**src/rtl/cmc_pkg.sv**
```systemverilog
package cmc_pkg;

   localparam int unsigned REG_ADDR_W = 2;

   typedef enum logic [REG_ADDR_W-1:0] {
      RSEL_CURRENT = 2'd0,
      RSEL_CHARGE  = 2'd1,
      RSEL_OFFSET  = 2'd2,
      RSEL_SPARE   = 2'd3
   } reg_sel_e;

endpackage

```
**src/rtl/cmc_slot_sched.sv**
```systemverilog
module cmc_slot_sched #(
   parameter int unsigned CAL_PERIOD = 1024
) (
   input  logic clk,
   input  logic rst_n,
   input  logic step_i,
   output logic cal_slot_o
);
   localparam int unsigned CNT_W = $clog2(CAL_PERIOD);
   localparam logic [CNT_W-1:0] LAST = CNT_W'(CAL_PERIOD - 1);

   logic [CNT_W-1:0] cnt_q;

   initial begin
      assert (CAL_PERIOD >= 2) else $error("CAL_PERIOD must be at least 2");
   end

   always_ff @(posedge clk or negedge rst_n) begin
      if (!rst_n) begin
         cnt_q <= '0;
      end else if (step_i) begin
         if (cnt_q == LAST) cnt_q <= '0;
         else               cnt_q <= cnt_q + 1'b1;
      end
   end

   assign cal_slot_o = (cnt_q == LAST);

   AST_SLOT_RANGE: assert property (@(posedge clk) disable iff (!rst_n)
      cnt_q <= LAST);
   AST_SLOT_WRAP: assert property (@(posedge clk) disable iff (!rst_n)
      (step_i && cal_slot_o) |=> (cnt_q == '0));
   AST_SLOT_FROZEN: assert property (@(posedge clk) disable iff (!rst_n)
      !step_i |=> $stable(cnt_q));

endmodule

```
**src/rtl/cmc_offset_corr.sv**
```systemverilog
module cmc_offset_corr #(
   parameter int unsigned SAMPLE_W    = 16,
   parameter bit          REDUCED_RES = 1'b0
) (
   input  logic                       clk,
   input  logic                       rst_n,
   input  logic                       step_i,
   input  logic                       cal_i,
   input  logic [SAMPLE_W-1:0]        data_i,
   output logic [SAMPLE_W-1:0]        ofs_o,
   output logic signed [SAMPLE_W:0]   corr_o,
   output logic signed [SAMPLE_W:0]   cur_o,
   output logic                       add_o
);
   localparam int unsigned DROP   = REDUCED_RES ? 2 : 0;
   localparam int unsigned CORR_W = SAMPLE_W + 1;

   logic [SAMPLE_W-1:0]      data_use;
   logic [SAMPLE_W-1:0]      ofs_q;
   logic signed [CORR_W-1:0] cur_q;
   logic signed [CORR_W-1:0] data_ext;
   logic signed [CORR_W-1:0] ofs_ext;

   initial begin
      assert (SAMPLE_W > DROP + 1) else $error("SAMPLE_W too small for resolution mode");
   end

   generate
      if (DROP > 0) begin : g_reduced
         assign data_use = {data_i[SAMPLE_W-1:DROP], {DROP{1'b0}}};
      end else begin : g_full
         assign data_use = data_i;
      end
   endgenerate

   assign data_ext = signed'({data_use[SAMPLE_W-1], data_use});
   assign ofs_ext  = signed'({ofs_q[SAMPLE_W-1], ofs_q});
   assign corr_o   = data_ext - ofs_ext;
   assign add_o    = step_i && !cal_i;

   always_ff @(posedge clk or negedge rst_n) begin
      if (!rst_n) begin
         ofs_q <= '0;
         cur_q <= '0;
      end else if (step_i) begin
         if (cal_i) ofs_q <= data_use;
         else       cur_q <= corr_o;
      end
   end

   assign ofs_o = ofs_q;
   assign cur_o = cur_q;

   AST_CAL_KEEPS_CUR: assert property (@(posedge clk) disable iff (!rst_n)
      (step_i && cal_i) |=> $stable(cur_q));
   AST_OFS_ONLY_IN_CAL: assert property (@(posedge clk) disable iff (!rst_n)
      !(step_i && cal_i) |=> $stable(ofs_q));
   AST_CUR_IDLE: assert property (@(posedge clk) disable iff (!rst_n)
      !step_i |=> $stable(cur_q));

endmodule

```
**src/rtl/cmc_sat_acc.sv**
```systemverilog
module cmc_sat_acc #(
   parameter int unsigned ACC_W  = 32,
   parameter int unsigned CORR_W = 17
) (
   input  logic                     clk,
   input  logic                     rst_n,
   input  logic                     add_i,
   input  logic signed [CORR_W-1:0] corr_i,
   input  logic                     wr_i,
   input  logic [ACC_W-1:0]         wdata_i,
   output logic [ACC_W-1:0]         acc_o
);
   localparam logic [ACC_W-1:0] ACC_MAX = {1'b0, {(ACC_W-1){1'b1}}};
   localparam logic [ACC_W-1:0] ACC_MIN = {1'b1, {(ACC_W-1){1'b0}}};

   logic [ACC_W-1:0] acc_q;
   logic [ACC_W:0]   sum;
   logic [ACC_W-1:0] sum_sat;

   initial begin
      assert (ACC_W > CORR_W) else $error("ACC_W must exceed corrected width");
   end

   assign sum = {{(ACC_W+1-CORR_W){corr_i[CORR_W-1]}}, corr_i} + {acc_q[ACC_W-1], acc_q};

   always_comb begin
      if (sum[ACC_W] != sum[ACC_W-1]) sum_sat = sum[ACC_W] ? ACC_MIN : ACC_MAX;
      else                            sum_sat = sum[ACC_W-1:0];
   end

   always_ff @(posedge clk or negedge rst_n) begin
      if (!rst_n)     acc_q <= '0;
      else if (wr_i)  acc_q <= wdata_i;
      else if (add_i) acc_q <= sum_sat;
   end

   assign acc_o = acc_q;

   AST_WRITE_WINS: assert property (@(posedge clk) disable iff (!rst_n)
      wr_i |=> (acc_q == $past(wdata_i)));
   AST_ACC_IDLE: assert property (@(posedge clk) disable iff (!rst_n)
      (!wr_i && !add_i) |=> $stable(acc_q));
   AST_NO_WRAP_HI: assert property (@(posedge clk) disable iff (!rst_n)
      (add_i && !wr_i && acc_q == ACC_MAX && !corr_i[CORR_W-1]) |=> (acc_q == ACC_MAX));
   AST_NO_WRAP_LO: assert property (@(posedge clk) disable iff (!rst_n)
      (add_i && !wr_i && acc_q == ACC_MIN && corr_i[CORR_W-1]) |=> (acc_q == ACC_MIN));

endmodule

```
**src/rtl/charge_meter_core.sv**
```systemverilog
module charge_meter_core #(
   parameter int unsigned SAMPLE_W    = 16,
   parameter int unsigned ACC_W       = 32,
   parameter int unsigned CAL_PERIOD  = 1024,
   parameter bit          REDUCED_RES = 1'b0
) (
   input  logic                clk,
   input  logic                rst_n,
   input  logic                sleep_i,
   input  logic                smp_valid_i,
   input  logic [SAMPLE_W-1:0] smp_data_i,
   output logic                cal_slot_o,
   input  logic [1:0]          reg_addr_i,
   input  logic                reg_wr_i,
   input  logic [ACC_W-1:0]    reg_wdata_i,
   output logic [ACC_W-1:0]    reg_rdata_o
);
   import cmc_pkg::*;

   localparam int unsigned CORR_W = SAMPLE_W + 1;

   logic                     step;
   logic                     add;
   logic                     acc_wr;
   logic [SAMPLE_W-1:0]      ofs;
   logic signed [CORR_W-1:0] corr;
   logic signed [CORR_W-1:0] cur;
   logic [ACC_W-1:0]         acc;
   reg_sel_e                 rsel;

   initial begin
      assert (ACC_W >= CORR_W) else $error("register width below corrected width");
   end

   assign step   = smp_valid_i && !sleep_i;
   assign rsel   = reg_sel_e'(reg_addr_i);
   assign acc_wr = reg_wr_i && (rsel == RSEL_CHARGE);

   cmc_slot_sched #(.CAL_PERIOD(CAL_PERIOD)) i_sched (
      .clk       (clk),
      .rst_n     (rst_n),
      .step_i    (step),
      .cal_slot_o(cal_slot_o)
   );

   cmc_offset_corr #(.SAMPLE_W(SAMPLE_W), .REDUCED_RES(REDUCED_RES)) i_corr (
      .clk    (clk),
      .rst_n  (rst_n),
      .step_i (step),
      .cal_i  (cal_slot_o),
      .data_i (smp_data_i),
      .ofs_o  (ofs),
      .corr_o (corr),
      .cur_o  (cur),
      .add_o  (add)
   );

   cmc_sat_acc #(.ACC_W(ACC_W), .CORR_W(CORR_W)) i_acc (
      .clk    (clk),
      .rst_n  (rst_n),
      .add_i  (add),
      .corr_i (corr),
      .wr_i   (acc_wr),
      .wdata_i(reg_wdata_i),
      .acc_o  (acc)
   );

   always_comb begin
      case (rsel)
         RSEL_CURRENT: reg_rdata_o = {{(ACC_W-CORR_W){cur[CORR_W-1]}}, cur};
         RSEL_CHARGE:  reg_rdata_o = acc;
         RSEL_OFFSET:  reg_rdata_o = {{(ACC_W-SAMPLE_W){ofs[SAMPLE_W-1]}}, ofs};
         default:      reg_rdata_o = '0;
      endcase
   end

   AST_SLEEP_CHARGE: assert property (@(posedge clk) disable iff (!rst_n)
      (sleep_i && !acc_wr) |=> $stable(acc));
   AST_SPARE_ZERO: assert property (@(posedge clk) disable iff (!rst_n)
      (rsel == RSEL_SPARE) |-> (reg_rdata_o == '0));

endmodule

```
**config.mk**
```make
export PLATFORM = sky130hd
export DESIGN_NAME = charge_meter_core
export DESIGN_NICKNAME = d
export VERILOG_FILES = /design/src/rtl/cmc_pkg.sv /design/src/rtl/cmc_slot_sched.sv /design/src/rtl/cmc_offset_corr.sv /design/src/rtl/cmc_sat_acc.sv /design/src/rtl/charge_meter_core.sv
export SDC_FILE = /design/constraint.sdc
export NUM_CORES = 1
export LEC_CHECK = 0
export BUFFER_PORTS_ARGS = -buffer_cell sky130_fd_sc_hd__clkbuf_2
export CORE_MARGIN = 2
export CORE_UTILIZATION = 30
export CTS_CLUSTER_DIAMETER = 120
export DETAILED_ROUTE_END_ITERATION = 16
export SLEW_MARGIN = 20
export SYNTH_ARGS = -nofsm -noshare
export SYNTH_HDL_FRONTEND = slang
export SYNTH_SLANG_ARGS = --single-unit
```
**constraint.sdc**
```tcl
create_clock -name clk -period 4.7 [get_ports clk]
set_clock_uncertainty 0.2 [all_clocks]
set_input_delay 0.94 -clock clk [delete_from_list [all_inputs] [get_ports clk]]
set_output_delay 0.94 -clock clk [all_outputs]
set_load 0.01 [all_outputs]
```
Yosys cells after proc, flatten, opt, wreduce, memory -nomap -nowiden
Cells that the tools add are included.
Word-level totals
  word-level logic and storage cells: 27
  bits in registers: 75
Cells by class
  reduce and logical (&&, ||, !) cells: 9
  multiplexer cells: 6
  bitwise operators: 1
  add/subtract/negate cells: 3
  eq/ne operators: 4
Operators by type and width (count)
  $mux 32: 4
  $pmux 32 s3: 1
  $add 17x32->33: 1
  $sub 16x16->17: 1
  $add 10x1->10 const B: 1
  $eq 10x10->1 const B: 1
  $mux 10: 1
  $reduce_and 2->1: 2
  $logic_and 1x1->1: 3
  $eq 2x1->1 const B: 1
  $eq 2x2->1 const B: 1
  $logic_not 1->1: 2
  $logic_not 2->1: 1
  $reduce_bool 2->1: 1
  $ne 1x1->1: 1
  $not 1->1: 1

Longest topological paths before layout
  depth in word-level cells: 6
  gate-level depth with buffers: 26
  gate-level depth less buffers: 22

By module
A second synthesis with hierarchy kept.
Unflattened totals
  cell total of the unflattened synthesis: 779
  area, all modules: 6705.2 µm²
Modules (own cells, without submodules)
  cmc_sat_acc: cells an instance 411, times used 1, area an instance 3255.6 µm², sequential area each 800.8 µm²
  cmc_offset_corr: cells an instance 256, times used 1, area an instance 2327.2 µm², sequential area each 825.8 µm²
  charge_meter_core: cells an instance 63, times used 1, area an instance 615.6 µm², sequential area each 0.0 µm²
  cmc_slot_sched: cells an instance 49, times used 1, area an instance 506.7 µm², sequential area each 250.2 µm²

Worst setup path before layout
Ideal clock, no wire load.
  path kind: input-to-reg
  start: input port smp_data_i[0]
  end: register i_acc.acc_q[10], in the netlist i_acc.acc_o[10]
  setup slack: -1.054 ns
  arrival time: 5.429 ns
  buffers on the path: 4
  required time: 4.374 ns
  stages: 25
  library setup time: 0.126 ns
  cell sequence: inv_1 -> ha_1 -> fa_1 -> nor2b_1 -> o21ai_0 -> nand2b_1 -> and2_1 -> o2111ai_1 -> a31oi_1 -> a31o_2 -> a211o_1 -> nand2_1 -> ha_1 -> buf_6 -> and3_1 -> buf_6 -> and4_1 -> a2111oi_0 -> or3b_1 -> buf_2 -> and3_1 -> o21bai_4 -> nor2_8 -> buf_12 -> a21oi_2
On the way
  longest elaborated chain between the ends: 6
  elaborated cells between the ends (all ways): 7
  classes of those cells: add/sub: 2; eq/ne: 1; mux: 4
Ends and longest elaborated chain
  start: declaration: RTL line charge_meter_core.sv:11  | input logic [SAMPLE_W-1:0] smp_data_i,
  $sub 16x16->17 (*): RTL line cmc_offset_corr.sv:38  | assign corr_o = data_ext - ofs_ext;
  via corr[16]: RTL line charge_meter_core.sv:26  | logic signed [CORR_W-1:0] corr;
  $add 17x32->33 (*): RTL line cmc_sat_acc.sv:24  | assign sum = {{(ACC_W+1-CORR_W){corr_i[CORR_W-1]}}, corr_i} + {acc_q[ACC_W-1], acc_q};
  $mux 32 / $ne 1x1->1 (equally long branches): RTL line cmc_sat_acc.sv:27  | if (sum[ACC_W] != sum[ACC_W-1]) sum_sat = sum[ACC_W] ? ACC_MIN : ACC_MAX;
  $mux 32 (*): RTL line cmc_sat_acc.sv:27
  $mux 32 (*): RTL line cmc_sat_acc.sv:34  | else if (add_i) acc_q <= sum_sat;
  $mux 32 (*): RTL line cmc_sat_acc.sv:33  | else if (wr_i) acc_q <= wdata_i;
  end signal: assignment: RTL line cmc_sat_acc.sv:33
  end signal: assignment: RTL line cmc_sat_acc.sv:34
  end: declaration: RTL line cmc_sat_acc.sv:16  | logic [ACC_W-1:0] acc_q;
The timed path passes the listed nets; every way through them passes the cells marked *. The select of a mux whose other input is x is not followed.
A chain may end at the register's enable or synchronous reset.

Final worst setup path
  start: input port smp_data_i[0]
  end: register i_acc.acc_q[20], in the netlist i_acc.acc_o[20]
Same word-level chain as after synthesis.

==> flow_summary.json <==
{
  "syn_area_um2": 6390,
  "io_buffers": 87,
  "ys.warnings.count": 0,
  "swShare": 0.425,
  "comb_power_share": 0.675,
  "hpwlAfterDp_um": 16500,
  "synth-seq-cells": 75,
  "avgSynthCellArea_um2": 8.34,
  "p_leak_nw": 4.43,
  "htree_levels": 3,
  "p_int_w": 0.00322,
  "cp-end-kind": "flip-flop",
  "failed_checks": "setup timing",
  "crit_path_start_kind": "primary input",
  "syn-instance-count": 767,
  "holdCritPathClass": "reg -> reg",
  "cts.clk_slew.worst_paths_ns": 0.06,
  "min_period_ns": 5.27,
  "num_vias": 6682,
  "cts_buffers": 9,
  "worstSkewPairLatency_ns": 0.35,
  "wire_per_inst_um": 17.6,
  "p_per_area_nw_per_um2": 583,
  "rsz0062_at_grt": "yes",
  "drc": 0,
  "setup_tns_ns": -16.48,
  "grt_antenna_before_repair": 0,
  "num_rows": 53,
  "switchingPower_w": 0.00238,
  "routabilityCongestion": 0.861,
  "irDropWorstVdd_v": 0.000276,
  "cp.required_ns": 4.72,
  "crit_arrival_ns": 5.29,
  "grt_pass1_wl_um": 34900,
  "die_h_um": 150,
  "cts_tree": "done",
  "finalSetupViolCount": 32,
  "p_clk_frac": 0.141,
  "cpPeakStageDelay_ns": 0.44,
  "p_seq_frac": 0.185,
  "fmax_ghz": 0.190,
  "slew_headroom": 0.340,
  "grt_pass1_vias": 6609,
  "clock-root-buffer": "clkbuf_16",
  "grt_max_degree": 76,
  "vias_per_cell": 5.15,
  "clock_sinks": 75,
  "max_cap_violations": 0,
  "coreArea_um2": 21000,
  "post-route-period-util": 1.12,
  "start_util": 0.305,
  "routed_wl_um": 22800,
  "setup_ws_ns": -0.571,
  "fp.dieW_um": 150,
  "cp_max_fo": 7,
  "die_area_um2": 22500,
  "place_area_um2": 8480,
  "crit_type": "in -> reg",
  "synth_edf_count": 0,
  "ios": 88,
  "antenna_left": 0,
  "synth_cell_types": 60,
  "worst_pin_slew_ns": 0.987,
  "synth_flop_cell": "dfrtp_1",
  "yosysSeqAreaShare": 0.294,
  "async_flop_share": 1.00,
  "fin_area_um2": 9590,
  "grt_usage": 0.200,
  "cts_buffer_depth": 2,
  "timing.final.hold_violations": 0,
  "grt-ovfl-total": 0,
  "finalMaxSlewViolations": 0,
  "drt-pass1-iter-count": 5,
  "fin_nets": 1122,
  "final_layout_size_suffix_gt1_frac": 0.429,
  "drt-initial-drc-count": 297,
  "synth_nets": 873,
  "outcome": "finished, violations left",
  "cp_slowest_cell": "or3b_4",
  "area_growth_pct": 50.0,
  "worstPathCellList": "clkbuf_16 > inv_12 > ha_4 > fa_2 > nor2b_2 > o21ai_1 > nand2b_1 > and2_4 > o2111ai_4 > a31oi_4 > a31o_4 > a211o_4 > nand2_8 > buf_6 > ha_4 > and3_4 > and4_4 > a2111oi_4 > or3b_4 > and3_4 > o21bai_4 > a221oi_4 > o21ai_4"
}
## worst paths after layout
path                             startpoint                to  slack, ns  depth (start not counted)
min in group asynchronous             rst_n  i_sched.cnt_q[0]       0.42                          1
setup / recovery              smp_data_i[0]   i_acc.acc_o[20]      -0.57                         23
hold / removal             i_sched.cnt_q[8]  i_sched.cnt_q[8]       0.27                          1
max in group asynchronous             rst_n   i_acc.acc_o[22]       3.36                          1
setup reg to reg            i_corr.ofs_o[1]   i_acc.acc_o[20]      -0.30                         20
hold reg to reg            i_sched.cnt_q[8]  i_sched.cnt_q[8]       0.27                          1
## state kept, by name, indices dropped and copies added (netlist names)
signal         count
i_sched.cnt_q     10
i_corr.ofs_o      16
i_acc.acc_o       32
i_corr.cur_o      17
## synth_stat cells (all sizes together) (3+ instances only)
cell | n | share of area
a21oi | 89 | 0.076
nor2 | 38 | 0.025
o41ai | 5 | 0.0068
o211ai | 4 | 0.0047
and2 | 7 | 0.0068
dfrtp | 75 | 0.29
xor2 | 14 | 0.019
nor2b | 7 | 0.0068
o21ai | 81 | 0.063
buf | 10 | 0.013
nand2 | 93 | 0.055
nand4 | 11 | 0.011
inv | 26 | 0.015
and3 | 20 | 0.020
mux2 | 27 | 0.048
or3 | 14 | 0.014
xnor2 | 32 | 0.044
or2 | 7 | 0.0068
o21a | 7 | 0.0084
nand3 | 9 | 0.0070
a31oi | 10 | 0.0098
a21o | 16 | 0.019
and4 | 4 | 0.0055
nor3 | 9 | 0.0070
ha | 49 | 0.096
a211o | 4 | 0.0055
a221oi | 4 | 0.0055
clkbuf | 30 | 0.018
o22ai | 5 | 0.0049
nand2b | 9 | 0.0088
mux2i | 18 | 0.028
a211oi | 6 | 0.0086
o21bai | 3 | 0.0053
## power by group through the flow
stage,Clock [W],Combinational [W],Sequential (W)
after global placement,0,0.00313,0.00104
after detailed placement,0,0.00313,0.00104
after floorplan,0,0.00196,0.000955
after global routing,0.000826,0.00410,0.00105
after CTS,0.000798,0.00347,0.00103
final,0.000786,0.00377,0.00103
## routing by layer
layer / GRT usage / wire [um] / share of wire / up-vias
met1: 0.258 / 10200 / 0.45 / 3213
met2: 0.344 / 11200 / 0.49 / 154
met3: 0.0302 / 875 / 0.038 / 35
met4: 0.0594 / 477 / 0.021 / 0
met5: 0 / 0 / 0 / -
li1: - / - / - / 3280
## worst max-delay path, delay by kind of cell
kind / cells / cell delay, ns
compound gates: 9 / 2.10
buf+inv: 3 / 0.31
simple gates: 8 / 1.40
fa+ha+maj: 3 / 0.52
## repair_timing
item | in CTS | in global routing
setup endpoints to repair | 32 | 32
gates resized for setup | 66 | 58
pin swaps | 32 | 49
buffers inserted | 15 | 11
hold buffers | 0 | 0
cloned | 2 | 1
## cell type report
class | count | area [um^2]
multi-input combinational | 627 | 4910
fill | 2018 | 11400
timing repair buffer | 277 | 2020
sequential | 75 | 1880
clock inverter | 4 | 72.6
inverter | 26 | 110
antenna | 1 | 2.50
tap | 275 | 344
clock buffer | 12 | 256
## through the flow
step | total power (W) | std cells | hold WS [ns] | worst slack [ns] | utilization
global placement | 0.00417 | 1255 | 0.260 | -1.19 | 0.405
floorplan | 0.00292 | 767 | 0.239 | -0.679 | -
finish | 0.00559 | 1297 | 0.270 | -0.571 | 0.458
global route | 0.00598 | 1296 | 0.306 | -0.715 | 0.458
detailed placement | 0.00417 | 1255 | 0.258 | -1.31 | 0.405
CTS | 0.00530 | 1288 | 0.272 | -0.586 | 0.442
## logic make-up (layout without fill, tap and decap cells)
family,after synthesis,after routing,share of synthesized area
compound gates,250,250,0.240
xor+xnor,46,46,0.0630
fa+ha+maj,53,53,0.105
buf+inv,66,319,0.0456
flops,75,75,0.294
mux,45,45,0.0757
other cells,0,1,0
simple gates,232,233,0.177
## layout by cell type, fill, tap and decap left out, types with 4 or more instances in the layout
master,instances
a31oi_1,7
clkbuf_2,85
and3_1,18
xnor2_1,30
o21ai_0,58
dfrtp_1,75
and2_1,5
ha_1,38
mux2i_1,18
o21a_1,6
nor2b_1,6
clkbuf_16,10
nor2_1,32
o22ai_1,4
xor2_1,14
nand2_2,4
a21oi_2,31
o21ai_2,10
nand3_1,6
inv_1,25
buf_12,5
a21o_1,16
nand4_1,11
nor3_1,6
o211ai_1,4
buf_6,16
or3_1,14
buf_4,168
a21oi_1,54
ha_4,11
nand2b_1,9
mux2_2,27
nand2_1,86
or2_2,5
o21ai_1,12
a21oi_4,4
No activity file was read; power rests on OpenSTA's default activity.
